<file path="src/rtl/ldst_pkg.sv">
package ldst_pkg;
  typedef enum logic [1:0] {
    CAUSE_NONE  = 2'd0,
    CAUSE_ALIGN = 2'd1,
    CAUSE_RANGE = 2'd2
  } cause_e;

  typedef struct packed {
    logic   happened;
    cause_e cause;
    logic   priv;
    logic   virt;
  } exc_rec_t;

  typedef enum logic [2:0] {
    S_IDLE,
    S_ADDR,
    S_LDV,
    S_DONE,
    S_EXC
  } state_e;
endpackage

</file>
<file path="src/rtl/ldst_fault_chk.sv">
module ldst_fault_chk
  import ldst_pkg::*;
#(
  parameter int ADDR_W = 64,
  parameter int LEN_W  = 4,
  parameter int MEM_AW = 7
) (
  input  logic [ADDR_W-1:0] addr_i,
  input  logic [LEN_W-1:0]  len_i,
  input  logic              mode32_i,
  input  logic              zero_blk_i,
  output logic [MEM_AW-1:0] ea_o,
  output cause_e            cause_o
);
  logic [ADDR_W-1:0] ea_full;
  logic              range_bad;
  logic              misalign;

  always_comb begin
    ea_full = addr_i;
    if (mode32_i) ea_full[ADDR_W-1:32] = '0;
  end

  assign range_bad = |ea_full[ADDR_W-1:MEM_AW];

  always_comb begin
    unique case (len_i)
      LEN_W'(1): misalign = 1'b0;
      LEN_W'(2): misalign = ea_full[0];
      LEN_W'(4): misalign = |ea_full[1:0];
      LEN_W'(8): misalign = |ea_full[2:0];
      default:   misalign = 1'b1;
    endcase
    // zero-block ignores length, hence alignment
    if (zero_blk_i) misalign = 1'b0;
  end

  always_comb begin
    if (misalign)       cause_o = CAUSE_ALIGN;
    else if (range_bad) cause_o = CAUSE_RANGE;
    else                cause_o = CAUSE_NONE;
  end

  assign ea_o = ea_full[MEM_AW-1:0];
endmodule

</file>
<file path="src/rtl/ldst_lane.sv">
module ldst_lane #(
  parameter  int DATA_W = 64,
  parameter  int LEN_W  = 4,
  localparam int BYTES  = DATA_W / 8,
  localparam int OFF_W  = $clog2(BYTES)
) (
  input  logic [OFF_W-1:0]  off_i,
  input  logic [LEN_W-1:0]  len_i,
  input  logic              zero_i,
  input  logic [DATA_W-1:0] st_data_i,
  input  logic [DATA_W-1:0] rd_word_i,
  output logic [BYTES-1:0]  be_o,
  output logic [DATA_W-1:0] wdata_o,
  output logic [DATA_W-1:0] ld_data_o
);
  logic [BYTES-1:0]  len_mask;
  logic [DATA_W-1:0] rd_shift;

  always_comb begin
    for (int b = 0; b < BYTES; b++) len_mask[b] = (LEN_W'(b) < len_i);
  end

  assign be_o     = zero_i ? '1 : BYTES'(len_mask << off_i);
  assign wdata_o  = zero_i ? '0 : DATA_W'(st_data_i << {off_i, 3'b000});
  assign rd_shift = rd_word_i >> {off_i, 3'b000};

  for (genvar b = 0; b < BYTES; b++) begin : g_ld_byte
    assign ld_data_o[8*b +: 8] = len_mask[b] ? rd_shift[8*b +: 8] : 8'h00;
  end
endmodule

</file>
<file path="src/rtl/ldst_mem.sv">
module ldst_mem #(
  parameter  int WORDS  = 16,
  parameter  int DATA_W = 64,
  localparam int BYTES  = DATA_W / 8,
  localparam int IDX_W  = $clog2(WORDS)
) (
  input  logic              clk_i,
  input  logic              rst_ni,
  input  logic              we_i,
  input  logic [IDX_W-1:0]  wr_idx_i,
  input  logic [BYTES-1:0]  be_i,
  input  logic [DATA_W-1:0] wdata_i,
  input  logic [IDX_W-1:0]  rd_idx_i,
  output logic [DATA_W-1:0] rdata_o
);
  for (genvar b = 0; b < BYTES; b++) begin : g_lane
    logic [7:0] lane_q [WORDS];

    always_ff @(posedge clk_i or negedge rst_ni) begin
      if (!rst_ni) begin
        for (int w = 0; w < WORDS; w++) lane_q[w] <= 8'h00;
      end else if (we_i && be_i[b]) begin
        lane_q[wr_idx_i] <= wdata_i[8*b +: 8];
      end
    end

    assign rdata_o[8*b +: 8] = lane_q[rd_idx_i];
  end
endmodule

</file>
<file path="src/rtl/ldst_port.sv">
module ldst_port
  import ldst_pkg::*;
#(
  parameter int ADDR_W    = 64,
  parameter int DATA_W    = 64,
  parameter int LEN_W     = 4,
  parameter int MEM_WORDS = 16
) (
  input  logic              clk_i,
  input  logic              rst_ni,
  input  logic              ld_req_i,
  input  logic              st_req_i,
  input  logic              zero_blk_i,
  input  logic [LEN_W-1:0]  len_i,
  input  logic [ADDR_W-1:0] addr_i,
  input  logic              addr_vld_i,
  input  logic [DATA_W-1:0] st_data_i,
  input  logic              st_vld_i,
  input  logic              priv_i,
  input  logic              virt_i,
  input  logic              mode32_i,
  output logic              busy_o,
  output logic              addr_ack_o,
  output logic [DATA_W-1:0] ld_data_o,
  output logic              ld_vld_o,
  output logic              exc_happened_o,
  output logic [1:0]        exc_cause_o,
  output logic              exc_priv_o,
  output logic              exc_virt_o
);
  localparam int BYTES  = DATA_W / 8;
  localparam int OFF_W  = $clog2(BYTES);
  localparam int MEM_AW = $clog2(MEM_WORDS * BYTES);
  localparam int IDX_W  = MEM_AW - OFF_W;

  state_e            state_q;
  logic [MEM_AW-1:0] ea_q;
  logic [LEN_W-1:0]  len_q;
  logic              is_ld_q;
  logic              zb_q;
  exc_rec_t          exc_q;
  logic [DATA_W-1:0] ld_data_q;

  logic              req_any;
  logic              zb_c;
  logic              start;
  logic              fault;
  logic [MEM_AW-1:0] ea_c;
  cause_e            cause_c;
  exc_rec_t          exc_c;

  logic [BYTES-1:0]  be;
  logic [DATA_W-1:0] wdata;
  logic [DATA_W-1:0] rd_word;
  logic [DATA_W-1:0] lane_ld;
  logic              mem_we;

  assign req_any = ld_req_i | st_req_i;
  assign zb_c    = zero_blk_i & st_req_i & ~ld_req_i;
  assign start   = (state_q == S_IDLE) && req_any && addr_vld_i;
  assign fault   = (cause_c != CAUSE_NONE);

  ldst_fault_chk #(
    .ADDR_W(ADDR_W),
    .LEN_W (LEN_W),
    .MEM_AW(MEM_AW)
  ) u_fault (
    .addr_i    (addr_i),
    .len_i     (len_i),
    .mode32_i  (mode32_i),
    .zero_blk_i(zb_c),
    .ea_o      (ea_c),
    .cause_o   (cause_c)
  );

  ldst_lane #(
    .DATA_W(DATA_W),
    .LEN_W (LEN_W)
  ) u_lane (
    .off_i    (ea_q[OFF_W-1:0]),
    .len_i    (len_q),
    .zero_i   (zb_q),
    .st_data_i(st_data_i),
    .rd_word_i(rd_word),
    .be_o     (be),
    .wdata_o  (wdata),
    .ld_data_o(lane_ld)
  );

  assign mem_we = (state_q == S_ADDR) && !is_ld_q && st_vld_i;

  ldst_mem #(
    .WORDS (MEM_WORDS),
    .DATA_W(DATA_W)
  ) u_mem (
    .clk_i   (clk_i),
    .rst_ni  (rst_ni),
    .we_i    (mem_we),
    .wr_idx_i(ea_q[MEM_AW-1:OFF_W]),
    .be_i    (be),
    .wdata_i (wdata),
    .rd_idx_i(IDX_W'(ea_q[MEM_AW-1:OFF_W])),
    .rdata_o (rd_word)
  );

  always_ff @(posedge clk_i or negedge rst_ni) begin
    if (!rst_ni) begin
      state_q   <= S_IDLE;
      ea_q      <= '0;
      len_q     <= '0;
      is_ld_q   <= 1'b0;
      zb_q      <= 1'b0;
      exc_q     <= '0;
      ld_data_q <= '0;
    end else begin
      unique case (state_q)
        S_IDLE: begin
          if (start) begin
            if (fault) begin
              state_q <= S_EXC;
              exc_q   <= '{happened: 1'b1, cause: cause_c, priv: priv_i, virt: virt_i};
            end else begin
              state_q <= S_ADDR;
              ea_q    <= ea_c;
              len_q   <= len_i;
              is_ld_q <= ld_req_i;
              zb_q    <= zb_c;
            end
          end
        end
        S_ADDR: begin
          if (is_ld_q) begin
            state_q   <= S_LDV;
            ld_data_q <= lane_ld;
          end else if (st_vld_i) begin
            state_q <= S_DONE;
          end
        end
        S_LDV:  if (!ld_req_i) state_q <= S_IDLE;
        // store finished, busy low; wait for request to drop
        S_DONE: if (!req_any) state_q <= S_IDLE;
        S_EXC: begin
          if (!req_any) begin
            state_q <= S_IDLE;
            exc_q   <= '0;
          end
        end
        default: state_q <= S_IDLE;
      endcase
    end
  end

  always_comb begin
    exc_c = '0;
    if (state_q == S_EXC) exc_c = exc_q;
    else if (start && fault)
      exc_c = '{happened: 1'b1, cause: cause_c, priv: priv_i, virt: virt_i};
  end

  assign busy_o         = (state_q == S_ADDR) || (state_q == S_LDV) || (state_q == S_EXC);
  assign addr_ack_o     = (state_q == S_ADDR);
  assign ld_vld_o       = (state_q == S_LDV);
  assign ld_data_o      = ld_data_q;
  assign exc_happened_o = exc_c.happened;
  assign exc_cause_o    = exc_c.cause;
  assign exc_priv_o     = exc_c.priv;
  assign exc_virt_o     = exc_c.virt;
endmodule

</file>
<file path="config.mk">
export PLATFORM = sky130hd
export DESIGN_NAME = ldst_port
export DESIGN_NICKNAME = d
export VERILOG_FILES = /design/src/rtl/ldst_pkg.sv /design/src/rtl/ldst_fault_chk.sv /design/src/rtl/ldst_lane.sv /design/src/rtl/ldst_mem.sv /design/src/rtl/ldst_port.sv
export SDC_FILE = /design/constraint.sdc
export NUM_CORES = 2
export LEC_CHECK = 0
export BUFFER_PORTS_ARGS = -buffer_cell sky130_fd_sc_hd__buf_4
export CAP_MARGIN = 5
export CORE_UTILIZATION = 62
export CTS_CLUSTER_DIAMETER = 30
export CTS_CLUSTER_SIZE = 24
export DETAILED_ROUTE_END_ITERATION = 8
export PLACE_DENSITY = 0.8
export RECOVER_POWER = 50
export SETUP_SLACK_MARGIN = 0.3
export SLEW_MARGIN = 10
export SYNTH_ARGS = -nofsm -noshare
export SYNTH_HDL_FRONTEND = slang
export SYNTH_SLANG_ARGS = --single-unit
</file>
<file path="constraint.sdc">
create_clock -name clk_i -period 3.6 [get_ports clk_i]
set_clock_uncertainty 0.2 [all_clocks]
set_input_delay 0.36 -clock clk_i [delete_from_list [all_inputs] [get_ports clk_i]]
set_output_delay 0.36 -clock clk_i [all_outputs]
set_load 0.005 [all_outputs]
</file>
==> summary.log <==
qor: outcome.run_status finished, violations left
qor: outcome.failed_checks max-capacitance violations, max-slew violations
qor: yosys.yosys_warnings 0
qor: floorplan.die_height 294.0 µm
qor: placed_design.port_buffers 213
qor: clocking.cts_made_buffers 207
qor: global_route.largest_net_degree_at_the_start_of_global_routing 148
qor: clocking.cts_num_sinks 1109
qor: yosys.synthesis.area 52860 µm²
qor: worst_setup_path.cp_num_buf_inv 2
qor: floorplan.die_span_x 294.0 µm
qor: routing.wirelength 176000 µm
qor: clocking.tritoncts_clock_tree yes
qor: clocking.path_clk_slew 0.05 ns
qor: yosys.synthDominantAreaCellType sky130_fd_sc_hd__dfrtp_1
qor: yosys.synth_top_flop_cell sky130_fd_sc_hd__dfrtp_1
qor: power_and_ir_drop.part_of_the_power_in_combinational_logic 2.1%
qor: worst_setup_path.setup.reg_to_reg.worst_slack 0.16 ns
qor: worst_setup_path.type_of_the_worst_setup_path flip-flop to flip-flop
qor: timing.rsz0062_at_grt true
qor: finish.num-fill-cells 4771
qor: clocking.cts_root_buffer sky130_fd_sc_hd__clkbuf_16
qor: timing.timing.final.crit_share 95.55%
qor: worst_setup_path.timing.critical_path.max_delay_family simple AND/OR/NAND/NOR gates
qor: worst_setup_path.timing.critical_path.to_type flip-flop
qor: power_and_ir_drop.p_per_area 520.1 nW/µm²
qor: routing.post_drt_wl_per_cell 30.43 µm
qor: yosys.synthTopCellsByArea sky130_fd_sc_hd__dfrtp_1, sky130_fd_sc_hd__mux2_2, sky130_fd_sc_hd__mux4_2
qor: worst_setup_path.critPathMaxFanout 26
qor: floorplan.core.rowCount 106
qor: worst_setup_path.r2r.worst_path.cells 6
qor: placed_design.dp_slack 0.01361 ns
qor: worst_setup_path.crit-reg2reg-capture u_mem.g_lane[5].lane_q[10]
qor: yosys.synth-async-reset-ratio 100.0%
qor: worst_setup_path.critical_path_arrival 3.90 ns
qor: timing.finalCriticalPeriod 3.440 ns
qor: yosys.synth.yosys.seq_area_share 52.50%
qor: placed_design.dp_hpwl 114400 µm
qor: worst_setup_path.slowest_delay 0.83 ns
qor: finish.final_layout_size_suffix_gt1_share 38.92%
qor: floorplan.num_io_pins 214
qor: placed_design.numPlacedInstances 5359
qor: global_route.grt_remaining_overflow 0
qor: power_and_ir_drop.worst_ir_drop_vdd 485.0 µV
qor: worst_setup_path.critPathMostFrequentCell sky130_fd_sc_hd__buf_4
qor: hold_path.hold_path.class primary input to flip-flop
qor: yosys.synthDistinctLibCells 79
qor: worst_setup_path.cp.required 4.06 ns
qor: power_and_ir_drop.p_int 0.02587 W
qor: worst_setup_path.critical_path.cell_chain buf_4, and2_0, buf_4, nand2_1, nor2_2, mux2_1
qor: yosys.yosysTopAreaCellShare 52.50%
qor: timing.fmax 290.7 MHz
qor: yosys.mappedNetlistNets 4184
qor: timing.maxSlewViolCount 342
qor: hold_path.min_delay_path_depth 4
qor: hold_path.worst_hold_path.endpoint u_mem.g_lane[4].lane_q[89]
qor: timing.setup_total_negative_slack 0 ns
qor: timing.timing.final.setup_violations 0
qor: finish.areaGrowthSynthToFinish 21.70%
qor: yosys.synthCells 4042
qor: yosys.syn-mean-instance-area 13.08 µm²
qor: floorplan.dieArea 86430 µm²
qor: global_route.antenna_found_initial 13
qor: finish.design.final.nets 4606
qor: power_and_ir_drop.share_clk_of_total_power 60.5%
qor: power_and_ir_drop.switching_share 22.68%
qor: hold_path.worst_hold_start st_data_i[1]
qor: yosys.synth-edff-count 0
qor: clocking.htree_levels 4
qor: global_route.via_count_of_the_first_global_routing_pass 40730
qor: power_and_ir_drop.leakage_power_summed_over_all_cells 30.01 nW
qor: worst_setup_path.timing.critical_path.from_type flip-flop
qor: power_and_ir_drop.p_switching 0.007588 W
qor: global_route.grt_first_pass_wirelength 262400 µm
qor: worst_setup_path.worst_r2r_startpoint ea_q[5]
qor: timing.maxSlewHeadroom -18.86%
qor: routing.route.vias.total 39760
qor: routing.detail_route.first_pass.iterations 9
qor: clocking.clock_path_buffers 3
qor: routing.route.antenna.remaining_nets 0
qor: yosys.synth_top_cells_by_count sky130_fd_sc_hd__dfrtp_1, sky130_fd_sc_hd__mux2_2, sky130_fd_sc_hd__nand2_1
qor: timing.worst_slew_pin_slew 1.783 ns
qor: floorplan.core_region_area 83950 µm²
qor: power_and_ir_drop.power.sequential.fraction 37.4%
qor: run.maxCapViolations 6
qor: worst_setup_path.critPathSlowestCell sky130_fd_sc_hd__nor2_2
qor: clocking.clk_latency 0.80 ns
qor: routing.vias_per_cell 6.873
qor: routing.drc 0
qor: floorplan.initial_utilization 62.96%
qor: placed_design.globalplace.congestion 1.093
qor: global_route.all_layer_global_routing_usage 41.41%
qor: yosys.synth_seq_cells 1109
qor: finish.post_layout_nonfiller_instances 5785
qor: timing.timing.final.ws_setup 0.1602 ns
qor: yosys.yosysMostFrequentCell sky130_fd_sc_hd__dfrtp_1
qor: timing.finalHoldViolations 0
qor: finish.utilization 76.63%
qor: routing.first_iter_violations 5059
-- cell families (layout without fill, tap and decap cells) --
kind of cell    count (synthesis)  after routing  share of synthesized area, %
flops                        1109           1109                         52.50
mux                          1193           1193                         30.38
xor+xnor                        1              1                       0.01657
buf+inv                       290            891                         2.930
compound gates                646            646                         7.577
simple gates                  801            801                         6.554
other cells                     0              8                             0
fa+ha+maj                       2              2                       0.03787
-- state kept, by name, summed over array words and instances, names as in the netlist --
signal / cells
u_mem.g_lane.lane_q: 1024
ld_data_o: 64
ea_q: 7
exc_q: 5
len_q: 4
state_q: 3
is_ld_q: 1
zb_q: 1
-- per-stage QoR --
stage | instance area (µm²) | hold slack [ns] | power (W)
2_1_floorplan | 52860 | -0.1356 | 0.01286
3_3_place_gp | 56670 | 0.06818 | 0.01339
3_5_place_dp | 56670 | 0.06338 | 0.01340
4_1_cts | 64450 | 0.005690 | 0.03348
5_1_grt | 64320 | 0.04474 | 0.03419
6_report | 64330 | 0.06919 | 0.03346
-- layer usage --
layer,routed length [µm],GRT usage (%),up-vias
li1,-,-,15910
met1,61900,51.66,20120
met2,78300,60.65,2958
met3,23500,16.06,761
met4,12300,26.36,6
met5,40,0,-
-- final cells by class --
type / count / area [µm²] / area share [%]
diodes: 8 / 20.02 / 0.03112
clock buffers: 243 / 5527 / 8.591
clock inverters: 145 / 1876 / 2.915
inverters: 20 / 77.57 / 0.1206
multi-input cells: 2643 / 23660 / 36.78
flip-flops and latches: 1109 / 27770 / 43.17
well taps: 1134 / 1419 / 2.206
repair buffers: 483 / 3979 / 6.185
-- worst min-delay path: cells and delay by family --
family	cells	cell delay, ns
buf+inv	2	0.40
compound gates	2	0.24
-- worst max-delay path by stage --
stage	start	to	slack, ns	cells past startpoint
2_1_floorplan	ea_q[4]	ld_data_o[22]	1.05	11
3_3_place_gp	ea_q[4]	ld_data_o[8]	0.004	10
3_5_place_dp	ea_q[4]	ld_data_o[8]	0.01	10
4_1_cts	ea_q[5]	ld_data_o[4]	0.34	8
5_1_grt	rst_ni	u_mem.g_lane[4].lane_q[102]	0.14	3
6_report	ea_q[5]	u_mem.g_lane[5].lane_q[10]	0.16	6
-- repair_timing --
item	CTS	global route
resized for setup	4	15
hold buffers	24	0
cloned	1	0
buffers inserted	5	0
setup endpoints to repair	27	114
endpoints found under the hold margin	1007	0
-- cell usage in the layout, fill, tap and decap left out, types with 39 or more instances in the layout --
cell / instances
sky130_fd_sc_hd__a21oi_1: 210
sky130_fd_sc_hd__a22oi_1: 44
sky130_fd_sc_hd__buf_4: 359
sky130_fd_sc_hd__clkbuf_1: 42
sky130_fd_sc_hd__clkbuf_16: 208
sky130_fd_sc_hd__dfrtp_1: 1103
sky130_fd_sc_hd__mux2_1: 139
sky130_fd_sc_hd__mux2_2: 652
sky130_fd_sc_hd__mux2i_1: 154
sky130_fd_sc_hd__mux4_2: 235
sky130_fd_sc_hd__nand2_1: 334
sky130_fd_sc_hd__nor2_1: 265
sky130_fd_sc_hd__nor2_2: 39
sky130_fd_sc_hd__o21ai_0: 126
sky130_fd_sc_hd__o21ai_1: 82
-- power groups by stage --
stage / Combinational (W) / Clock, W / Sequential (W)
floorplan: 0.000134 / 0 / 0.0127
global placement: 0.000666 / 0 / 0.0127
detailed placement: 0.000674 / 0 / 0.0127
CTS: 0.000705 / 0.0202 / 0.0125
global route: 0.000755 / 0.0209 / 0.0125
finish: 0.000697 / 0.0202 / 0.0125
(Power assumes the default switching activity.)
